File: src/rtl/qlock_pkg.sv
package qlock_pkg;
  typedef enum logic {
    LK_FREE = 1'b0,
    LK_HELD = 1'b1
  } lock_state_e;
endpackage

File: src/rtl/qlock_rst_sync.sv
module qlock_rst_sync #(
  parameter int STAGES = 2
) (
  input  logic clk,
  input  logic rst_n,
  output logic rst_sync_n
);
  logic [STAGES-1:0] sync_q;

  always_ff @(posedge clk or negedge rst_n) begin
    if (!rst_n) sync_q <= '0;
    else        sync_q <= {sync_q[STAGES-2:0], 1'b1};
  end

  assign rst_sync_n = sync_q[STAGES-1];
endmodule

File: src/rtl/qlock_link_table.sv
module qlock_link_table #(
  parameter int NODES  = 8,
  parameter int NODE_W = $clog2(NODES)
) (
  input  logic              clk,
  input  logic              rst_n,
  input  logic              wr_en,
  input  logic [NODE_W-1:0] wr_idx,
  input  logic [NODE_W-1:0] wr_val,
  input  logic [NODE_W-1:0] rd_idx,
  output logic [NODE_W-1:0] rd_val
);
  logic [NODE_W-1:0] succ_q [NODES];

  for (genvar n = 0; n < NODES; n++) begin : g_slot
    logic slot_en;
    assign slot_en = wr_en && (wr_idx == NODE_W'(n));
    always_ff @(posedge clk or negedge rst_n) begin
      if (!rst_n)       succ_q[n] <= '0;
      else if (slot_en) succ_q[n] <= wr_val;
    end
  end

  assign rd_val = succ_q[rd_idx];
endmodule

File: src/rtl/qlock_ctrl.sv
module qlock_ctrl
  import qlock_pkg::*;
#(
  parameter int NODES  = 8,
  parameter int NODE_W = $clog2(NODES)
) (
  input  logic              clk,
  input  logic              rst_n,
  input  logic              acq_valid_i,
  input  logic [NODE_W-1:0] acq_node_i,
  input  logic              rel_valid_i,
  input  logic [NODE_W-1:0] rel_node_i,
  input  logic [NODE_W-1:0] succ_i,
  output logic [NODE_W-1:0] succ_rd_idx_o,
  output logic              link_wr_en_o,
  output logic [NODE_W-1:0] link_wr_idx_o,
  output logic [NODE_W-1:0] link_wr_val_o,
  output logic              grant_valid_o,
  output logic [NODE_W-1:0] grant_node_o,
  output logic              rel_err_o
);
  lock_state_e       st_q, st_d;
  logic [NODE_W-1:0] holder_q, holder_d;
  logic [NODE_W-1:0] tail_q, tail_d;
  logic              gv_q, gv_d;
  logic [NODE_W-1:0] gn_q, gn_d;
  logic              err_q, err_d;
  logic              rel_ok;
  logic              state_en;

  assign rel_ok        = rel_valid_i && (st_q == LK_HELD) && (rel_node_i == holder_q);
  assign succ_rd_idx_o = holder_q;
  assign state_en      = acq_valid_i || rel_valid_i;

  always_comb begin
    st_d          = st_q;
    holder_d      = holder_q;
    tail_d        = tail_q;
    gv_d          = 1'b0;
    gn_d          = gn_q;
    err_d         = rel_valid_i && !rel_ok;
    link_wr_en_o  = 1'b0;
    link_wr_idx_o = tail_q;
    link_wr_val_o = acq_node_i;
    // release first
    if (rel_ok) begin
      if (holder_q == tail_q) begin
        st_d   = LK_FREE;
        tail_d = '0;
      end else begin
        holder_d = succ_i;
        gv_d     = 1'b1;
        gn_d     = succ_i;
      end
    end
    // then acquire, against the post-release state
    if (acq_valid_i) begin
      if (st_d == LK_FREE) begin
        st_d     = LK_HELD;
        holder_d = acq_node_i;
        tail_d   = acq_node_i;
        gv_d     = 1'b1;
        gn_d     = acq_node_i;
      end else begin
        link_wr_en_o = 1'b1;
        tail_d       = acq_node_i;
      end
    end
  end

  always_ff @(posedge clk or negedge rst_n) begin
    if (!rst_n) begin
      st_q     <= LK_FREE;
      holder_q <= '0;
      tail_q   <= '0;
    end else if (state_en) begin
      st_q     <= st_d;
      holder_q <= holder_d;
      tail_q   <= tail_d;
    end
  end

  always_ff @(posedge clk or negedge rst_n) begin
    if (!rst_n) begin
      gv_q  <= 1'b0;
      gn_q  <= '0;
      err_q <= 1'b0;
    end else begin
      gv_q  <= gv_d;
      err_q <= err_d;
      if (gv_d) gn_q <= gn_d;
    end
  end

  assign grant_valid_o = gv_q;
  assign grant_node_o  = gn_q;
  assign rel_err_o     = err_q;

  AST_FREE_ACQ_GRANT: assert property (@(posedge clk) disable iff (!rst_n)
    acq_valid_i && st_q == LK_FREE |=> grant_valid_o && grant_node_o == $past(acq_node_i));
  AST_TAIL_FOLLOWS_ACQ: assert property (@(posedge clk) disable iff (!rst_n)
    acq_valid_i |=> tail_q == $past(acq_node_i));
  AST_IDLE_SILENT: assert property (@(posedge clk) disable iff (!rst_n)
    !acq_valid_i && !rel_valid_i |=> !grant_valid_o && !rel_err_o && $stable(tail_q));
  AST_GRANT_IS_HOLDER: assert property (@(posedge clk) disable iff (!rst_n)
    grant_valid_o |-> st_q == LK_HELD && holder_q == grant_node_o);
  AST_LAST_RELEASE_FREES: assert property (@(posedge clk) disable iff (!rst_n)
    rel_valid_i && !acq_valid_i && st_q == LK_HELD && rel_node_i == holder_q && holder_q == tail_q
    |=> st_q == LK_FREE && !grant_valid_o);
  AST_BAD_RELEASE_INERT: assert property (@(posedge clk) disable iff (!rst_n)
    rel_valid_i && !acq_valid_i && (st_q == LK_FREE || rel_node_i != holder_q)
    |=> rel_err_o && !grant_valid_o && $stable(holder_q) && $stable(tail_q) && $stable(st_q));
endmodule

File: src/rtl/qlock_home.sv
module qlock_home #(
  parameter int NODES  = 8,
  parameter int NODE_W = $clog2(NODES)
) (
  input  logic              clk,
  input  logic              rst_n,
  input  logic              acq_valid_i,
  input  logic [NODE_W-1:0] acq_node_i,
  input  logic              rel_valid_i,
  input  logic [NODE_W-1:0] rel_node_i,
  output logic              grant_valid_o,
  output logic [NODE_W-1:0] grant_node_o,
  output logic              rel_err_o
);
  logic              rst_int_n;
  logic [NODE_W-1:0] succ;
  logic [NODE_W-1:0] succ_rd_idx;
  logic              link_wr_en;
  logic [NODE_W-1:0] link_wr_idx;
  logic [NODE_W-1:0] link_wr_val;

  qlock_rst_sync #(.STAGES(2)) u_rst (
    .clk        (clk),
    .rst_n      (rst_n),
    .rst_sync_n (rst_int_n)
  );

  qlock_link_table #(.NODES(NODES), .NODE_W(NODE_W)) u_links (
    .clk    (clk),
    .rst_n  (rst_int_n),
    .wr_en  (link_wr_en),
    .wr_idx (link_wr_idx),
    .wr_val (link_wr_val),
    .rd_idx (succ_rd_idx),
    .rd_val (succ)
  );

  qlock_ctrl #(.NODES(NODES), .NODE_W(NODE_W)) u_ctrl (
    .clk           (clk),
    .rst_n         (rst_int_n),
    .acq_valid_i   (acq_valid_i),
    .acq_node_i    (acq_node_i),
    .rel_valid_i   (rel_valid_i),
    .rel_node_i    (rel_node_i),
    .succ_i        (succ),
    .succ_rd_idx_o (succ_rd_idx),
    .link_wr_en_o  (link_wr_en),
    .link_wr_idx_o (link_wr_idx),
    .link_wr_val_o (link_wr_val),
    .grant_valid_o (grant_valid_o),
    .grant_node_o  (grant_node_o),
    .rel_err_o     (rel_err_o)
  );
endmodule

File: config.mk
export PLATFORM = sky130hd
export DESIGN_NAME = qlock_home
export DESIGN_NICKNAME = d
export VERILOG_FILES = /design/src/rtl/qlock_pkg.sv /design/src/rtl/qlock_rst_sync.sv /design/src/rtl/qlock_link_table.sv /design/src/rtl/qlock_ctrl.sv /design/src/rtl/qlock_home.sv
export SDC_FILE = /design/constraint.sdc
export NUM_CORES = 1
export LEC_CHECK = 0
export ABC_AREA = 1
export CAP_MARGIN = 30
export CORE_ASPECT_RATIO = 0.9
export CORE_MARGIN = 1.5
export CORE_UTILIZATION = 63
export DETAILED_ROUTE_END_ITERATION = 10
export DONT_BUFFER_PORTS = 1
export GPL_ROUTABILITY_DRIVEN = 0
export GPL_TIMING_DRIVEN = 0
export PLACE_DENSITY_LB_ADDON = 0.1
export REMOVE_ABC_BUFFERS = 1
export SLEW_MARGIN = 5
export SYNTH_ARGS = -nofsm -noshare
export SYNTH_HDL_FRONTEND = slang
export SYNTH_SLANG_ARGS = --single-unit
File: constraint.sdc
create_clock -name clk -period 1.55 [get_ports clk]
set_input_delay 0.155 -clock clk [delete_from_list [all_inputs] [get_ports clk]]
set_output_delay 0.155 -clock clk [all_outputs]
set_load 0.005 [all_outputs]
[After elaboration in Yosys (flattened, before gate mapping)]
Index checks and enable logic that the tools add are counted.
Storage, ports and cells
  register bits after elaboration: 38
  input bits: 10
  output and inout port bits: 5
  word-level logic and storage cells: 66
Cells by class
  $lt $le $gt $ge: 1
  equal/unequal tests: 9
  multiplexer cells: 23
  bitwise gates (word level): 1
  reduce and logical (&&, ||, !) cells: 17
Operators by type and width (count)
  $mux 3: 13
  $eq 3x3->1 const B: 4
  $logic_and 1x1->1: 11
  $bmux 3 s3: 1
  $mux 1: 9
  $eq 3x2->1 const B: 2
  $eq 3x3->1: 2
  $ge 4x4->1 const B: 1
  $not 3->4: 1
  $reduce_bool 2->1: 2
  $eq 3x1->1 const B: 1
  $logic_not 3->1: 1
  $reduce_and 3->1: 1
  $logic_not 1->1: 1
  $logic_or 1x1->1: 1

[Logic depth before layout (Yosys ltp)]
  word-level depth: 8
  mapped depth: 13
  mapped depth without buffers: 12

[Hierarchy]
A second synthesis with hierarchy kept.
Second synthesis, totals
  cell total of the unflattened synthesis: 290
  area, all modules: 2059.5 µm²
By module, submodules not included
  qlock_link_table: times used 1, cells an instance 172, area each 1236.2 µm², sequential area each 600.6 µm²
  qlock_ctrl: times used 1, cells an instance 115, area each 769.5 µm², sequential area each 300.3 µm²
  qlock_rst_sync: times used 1, cells an instance 3, area each 53.8 µm², sequential area each 50.0 µm²

[Worst setup path before layout]
No wires, ideal clock.
  path type: register to register
  start point: reg u_ctrl.holder_q[0] (netlist: u_ctrl.succ_rd_idx_o[0])
  end point: reg u_links.succ_q[14] in the netlist's numbering
  setup time: 117 ps
  arrival: 1342 ps
  data required time: 1433 ps
  setup slack: 90 ps
  cell stages (with the launch flop): 13
  buffers on the path: 2
  path through: dfrtp_1 -> buf_6 -> inv_2 -> nand2_1 -> nand2_1 -> nand2_1 -> nor2_4 -> nand2_4 -> nand2_4 -> nor2_8 -> buf_2 -> nand4_1 -> nand2_1
On the way
  word-level cells in the longest chain between the ends: 6
Ends and longest elaborated chain
  from (decl): RTL line qlock_ctrl.sv:23  | logic [NODE_W-1:0] holder_q, holder_d;
  from (signal assigned): RTL line qlock_ctrl.sv:78  | holder_q <= holder_d;
  $eq 3x3->1, on equally long branches: RTL line qlock_ctrl.sv:47, qlock_ctrl.sv:31
  $mux 1 / $logic_and 1x1->1 (equally long branches): RTL line qlock_ctrl.sv:47, qlock_ctrl.sv:31
  $mux 1 (*): RTL line qlock_ctrl.sv:46  | if (rel_ok) begin
  $mux 1 (*): RTL line qlock_ctrl.sv:58  | if (st_d == LK_FREE) begin
  $mux 1 (*): RTL line qlock_ctrl.sv:57  | if (acq_valid_i) begin
  $logic_and 1x1->1 (*): RTL line qlock_link_table.sv:17  | assign slot_en = wr_en && (wr_idx == NODE_W'(n));
  to (signal, indexed assignment): RTL line qlock_link_table.sv:20  | else if (slot_en) succ_q[n] <= wr_val;
  to (decl): RTL line qlock_link_table.sv:13  | logic [NODE_W-1:0] succ_q [NODES];
Mark *: on every way between the ends. The rest lies on a longest branch, timed or not.
A chain may end at the register's enable or synchronous reset.

[Final worst setup path]
  start point: reg u_ctrl.holder_q[0] (netlist: u_ctrl.succ_rd_idx_o[0])
  end point: reg u_links.succ_q[5] in the netlist's numbering
Same word-level chain as after synthesis.

==> results.md <==
CTS:
- The buffer cell driving the clock tree root is sky130_fd_sc_hd__clkbuf_8.
- The CTS buffer count is 5.
- The clock net in this run drives a total of 38 sinks.
- After clock tree synthesis, the clock-pin slew on the worst setup and hold paths is 70 ps.
- For the worst-skew pair, the clock arrives at the later sink with an insertion delay of ~290 ps.
- The clock tree buffer depth is 2.
- TritonCTS built the clock tree.
- The number of H-tree branching levels is 2.

Min path:
- The worst min-delay path class is input port to register.
- The source of the worst hold timing path is acq_node_i[1].
- The worst hold path passes through 2 cells.

Global routing:
- Entering global routing, the biggest net connects 37 pins.
- The number of global-route vias before repair is 1853.
- The number of antenna violations at the first check in global routing was 0.
- The first global-routing pass estimated slightly below 9000 um of wire.
- The final global-route overflow total is 0.
- In the global route stage, overall resource usage came out at 0.3114.

Routing:
- For this run, design rule violations remaining after detail routing come to 0.
- The via count is about 1900.
- Summed over all layers, the routed wires come to between 5000 and 6000 um.
- In this run the remaining antenna-violating nets after routing total 0.
- The length of the first detailed-routing pass in iterations is 4.
- For this block, the initial DRC count from the detailed router was between 100 and 150.
- Dividing the detail-routed wire length by the instance count gives approximately 17 um.
- Using the TritonRoute via totals, the vias-per-cell ratio works out to approximately 6.

Finish:
- The repair_antennas step left the layout with diodes totalling 0.
- In the final layout, the share of cells above drive strength 1 is 0.1958.
- The count of non-filler cells in the finished layout is 328.
- For this run, the share of the core covered by cells in the final layout is 0.7687.
- The number of nets in the layout is 296.
- The finished cells cover roughly 2400 um2.
- The relative area change from synthesis to final layout is 13.88%.

Worst setup path:
- Tracing the worst setup path back leads to its startpoint at u_ctrl.succ_rd_idx_o[0]$_DFFE_PN0P_.
- The element type at the critical path start is a register.
- The number of cells on the worst reg-to-reg path is 11.
- The worst register-to-register path begins at u_ctrl.succ_rd_idx_o[0]$_DFFE_PN0P_.
- The setup path with the least slack is of type register to register.
- At the worst endpoint, the arrival time is between 1500 and 2000 ps.
- The type of element capturing the critical path is a register.
- Data on the critical path is required at its endpoint by between 1500 and 2000 ps.
- Of all nets on the critical path, the largest fanout is 8.

Floorplan:
- The floorplan has 19 rows.
- The total area inside the core boundary comes to approximately 3100 um2.
- In this run the horizontal extent of the chip is between 60 and 70 um.
- The starting density of the core is 0.6750.
- The I/O pin count is 15.
- The die height is 58.01 um.
- The total die area is around 3700 um2.

STA:
- The maximum clock rate is between 600 and 700 MHz.
- The final number of setup-violating endpoints is 33.
- Subtracting the final worst setup slack from the clock period gives between 1500 and 2000 ps.
- The smallest setup slack after layout is -114.7 ps.
- At the pin with the least slew margin, the transition time is around 790 ps.
- The final number of max-transition violations is 0.
- Across the routed clock network, the largest skew measured is ~10 ps.
- Across all hold checks on the routed design, the worst slack comes to -11.08 ps.
- Setup repair after global routing could not meet its margin everywhere.
- The total negative slack is -2646 ps.
- The relative max-transition margin is 0.4740.
- The number of hold violations in the final report is 3.
- The final clock period utilization by the worst path is 1.074.

Status:
- The checks that failed: hold timing, setup timing.
- The flow ran to the end, but the final reports show violations.

Power and ir drop:
- Overall power consumption after layout is estimated at approximately 3.4 mW.
- The peak supply drop is a little under 1000 uV.
- The total leakage power is about 1.2 nW.
- The total power per unit cell area is between 1000 and 1500 nW/um2.

Logic synthesis:
- The synthesized netlist occupies a cell area of roughly 2100 um2.
- The mean post-synth cell area is 7.703 um2.
- For this run, the register share of the synthesized area comes to 0.4489.
- The synthesized instance count is around 280.
- Counting flops and latches in the post-synthesis netlist gives 38.
- The count of yosys warnings during synthesis is 0.
- The distinct cell type count of the synthesized netlist is 26.

Run:
- The tool flagged a number of max-cap violations equal to 0.

Place:
- The post-placement cell count is around 300.
- The standard cell area after detailed placement is 2079 um2.
- Timing analysis after detailed placement gives a worst setup slack of -670.3 ps.
- The count of input and output buffers is 0.
- The HPWL after detailed placement is between 3000 and 4000 um.
[worst max-delay path, stage by stage, from the launching register on]
cell and delay (ps):
sky130_fd_sc_hd__dfrtp_2 450, sky130_fd_sc_hd__buf_6 140, sky130_fd_sc_hd__nand2_1 60, sky130_fd_sc_hd__nand2_1 60, sky130_fd_sc_hd__nand2_1 80, sky130_fd_sc_hd__nor2_2 50, sky130_fd_sc_hd__nand2_4 80, sky130_fd_sc_hd__nand2_8 90
sky130_fd_sc_hd__nor2_8 230, sky130_fd_sc_hd__nand3_2 130, sky130_fd_sc_hd__nand2_1 110, sky130_fd_sc_hd__nand2_1 50
[layer usage]
layer / GRT usage / part of all wire
met1: 0.4099 / 0.44
met2: 0.5000 / 0.47
met5: 0 / 0
met3: 0.09515 / 0.074
met4: 0.1033 / 0.015
[synth_stat cells]
library cell               count  share of area
sky130_fd_sc_hd__inv_2         3         0.0053
sky130_fd_sc_hd__nand3_2       7          0.033
sky130_fd_sc_hd__nor2_4        1         0.0053
sky130_fd_sc_hd__nand2_4       2          0.011
sky130_fd_sc_hd__conb_1        1         0.0018
sky130_fd_sc_hd__clkinv_1      1         0.0018
sky130_fd_sc_hd__o211ai_1      6          0.021
sky130_fd_sc_hd__xnor2_1       1         0.0041
sky130_fd_sc_hd__nor2_1       26          0.046
sky130_fd_sc_hd__inv_1        21          0.037
sky130_fd_sc_hd__xnor2_2       1         0.0077
sky130_fd_sc_hd__o21ai_0      12          0.028
sky130_fd_sc_hd__nand2_2       1         0.0030
sky130_fd_sc_hd__nor2_8        1         0.0095
sky130_fd_sc_hd__o22ai_1       3         0.0089
sky130_fd_sc_hd__buf_2         2         0.0047
sky130_fd_sc_hd__clkbuf_1      3         0.0053
sky130_fd_sc_hd__nand3_1      15          0.035
sky130_fd_sc_hd__buf_1         4         0.0071
sky130_fd_sc_hd__a21oi_4       1         0.0077
sky130_fd_sc_hd__nand2_1      94           0.17
sky130_fd_sc_hd__buf_6         3          0.016
sky130_fd_sc_hd__buf_4         3          0.011
sky130_fd_sc_hd__nand4_1      24          0.071
sky130_fd_sc_hd__dfrtp_1      38           0.45
sky130_fd_sc_hd__nor2_2        1         0.0030
[sequential cells by signal (all words and copies together), names as in the netlist]
signal                flops
u_rst.sync_q              2
u_ctrl.rel_err_o          1
u_links.succ_q           24
u_ctrl.st_q               1
u_ctrl.succ_rd_idx_o      3
u_ctrl.link_wr_idx_o      3
u_ctrl.grant_node_o       3
u_ctrl.grant_valid_o      1
[placed cells by master (no fill, tap or decap), types with 3 or more instances in the layout]
master,n
sky130_fd_sc_hd__dfrtp_2,5
sky130_fd_sc_hd__nand2_2,6
sky130_fd_sc_hd__dfrtp_1,32
sky130_fd_sc_hd__o211ai_1,6
sky130_fd_sc_hd__buf_4,11
sky130_fd_sc_hd__o22ai_1,3
sky130_fd_sc_hd__nand3_2,8
sky130_fd_sc_hd__inv_1,21
sky130_fd_sc_hd__clkbuf_8,5
sky130_fd_sc_hd__o21ai_0,11
sky130_fd_sc_hd__nor2_4,3
sky130_fd_sc_hd__nand3_1,13
sky130_fd_sc_hd__nand4_1,24
sky130_fd_sc_hd__nor2_1,25
sky130_fd_sc_hd__nand2_1,88
[what timing repair did]
action	in CTS	in global routing
hold buffers	2	0
endpoints found under the setup margin	35	34
buffers inserted	10	4
gates resized for setup	18	7
pin swaps	7	14
gates cloned	2	1
hold endpoints to repair	3	0
[cell families after synthesis]
logic type / Yosys count / share of synthesized area
and+or+nand+nor: 172 / 0.3833
buffers and inverters: 40 / 0.08801
DFF: 38 / 0.4489
AOI/OAI and AO/OA: 22 / 0.06616
xor gates and xnor gates: 2 / 0.01182
other: 1 / 0.001770
[power breakdown]
group | internal (mW) | total (mW) | switching, mW
sequential | 1.28 | 1.53 | 0.244
clock | 0.310 | 0.642 | 0.332
combinational | 0.504 | 1.26 | 0.760
[final timing paths]
check | endpoint | slack, ps
hold reg to reg | u_links.succ_q[10]$_DFFE_PN0P_ | 360
min in group asynchronous | u_rst.sync_q[0]$_DFF_PN0_ | 90
setup / recovery | u_links.succ_q[5]$_DFFE_PN0P_ | -110
hold / removal | u_links.succ_q[22]$_DFFE_PN0P_ | -10
setup reg to reg | u_links.succ_q[5]$_DFFE_PN0P_ | -110
max in group asynchronous | u_ctrl.link_wr_idx_o[2]$_DFFE_PN0P_ | 610
[layout make-up]
| cell class | count | area, um2 |
|---|---|---|
| multi-input combinational | 199 | 1052 |
| sequential | 38 | 960.9 |
| fill | 230 | 725.7 |
| timing repair buffer | 17 | 170.2 |
| inverter | 25 | 100.1 |
| clock buffer | 7 | 76.32 |
| tap | 42 | 52.55 |
Power figures use the tool's default switching activity.
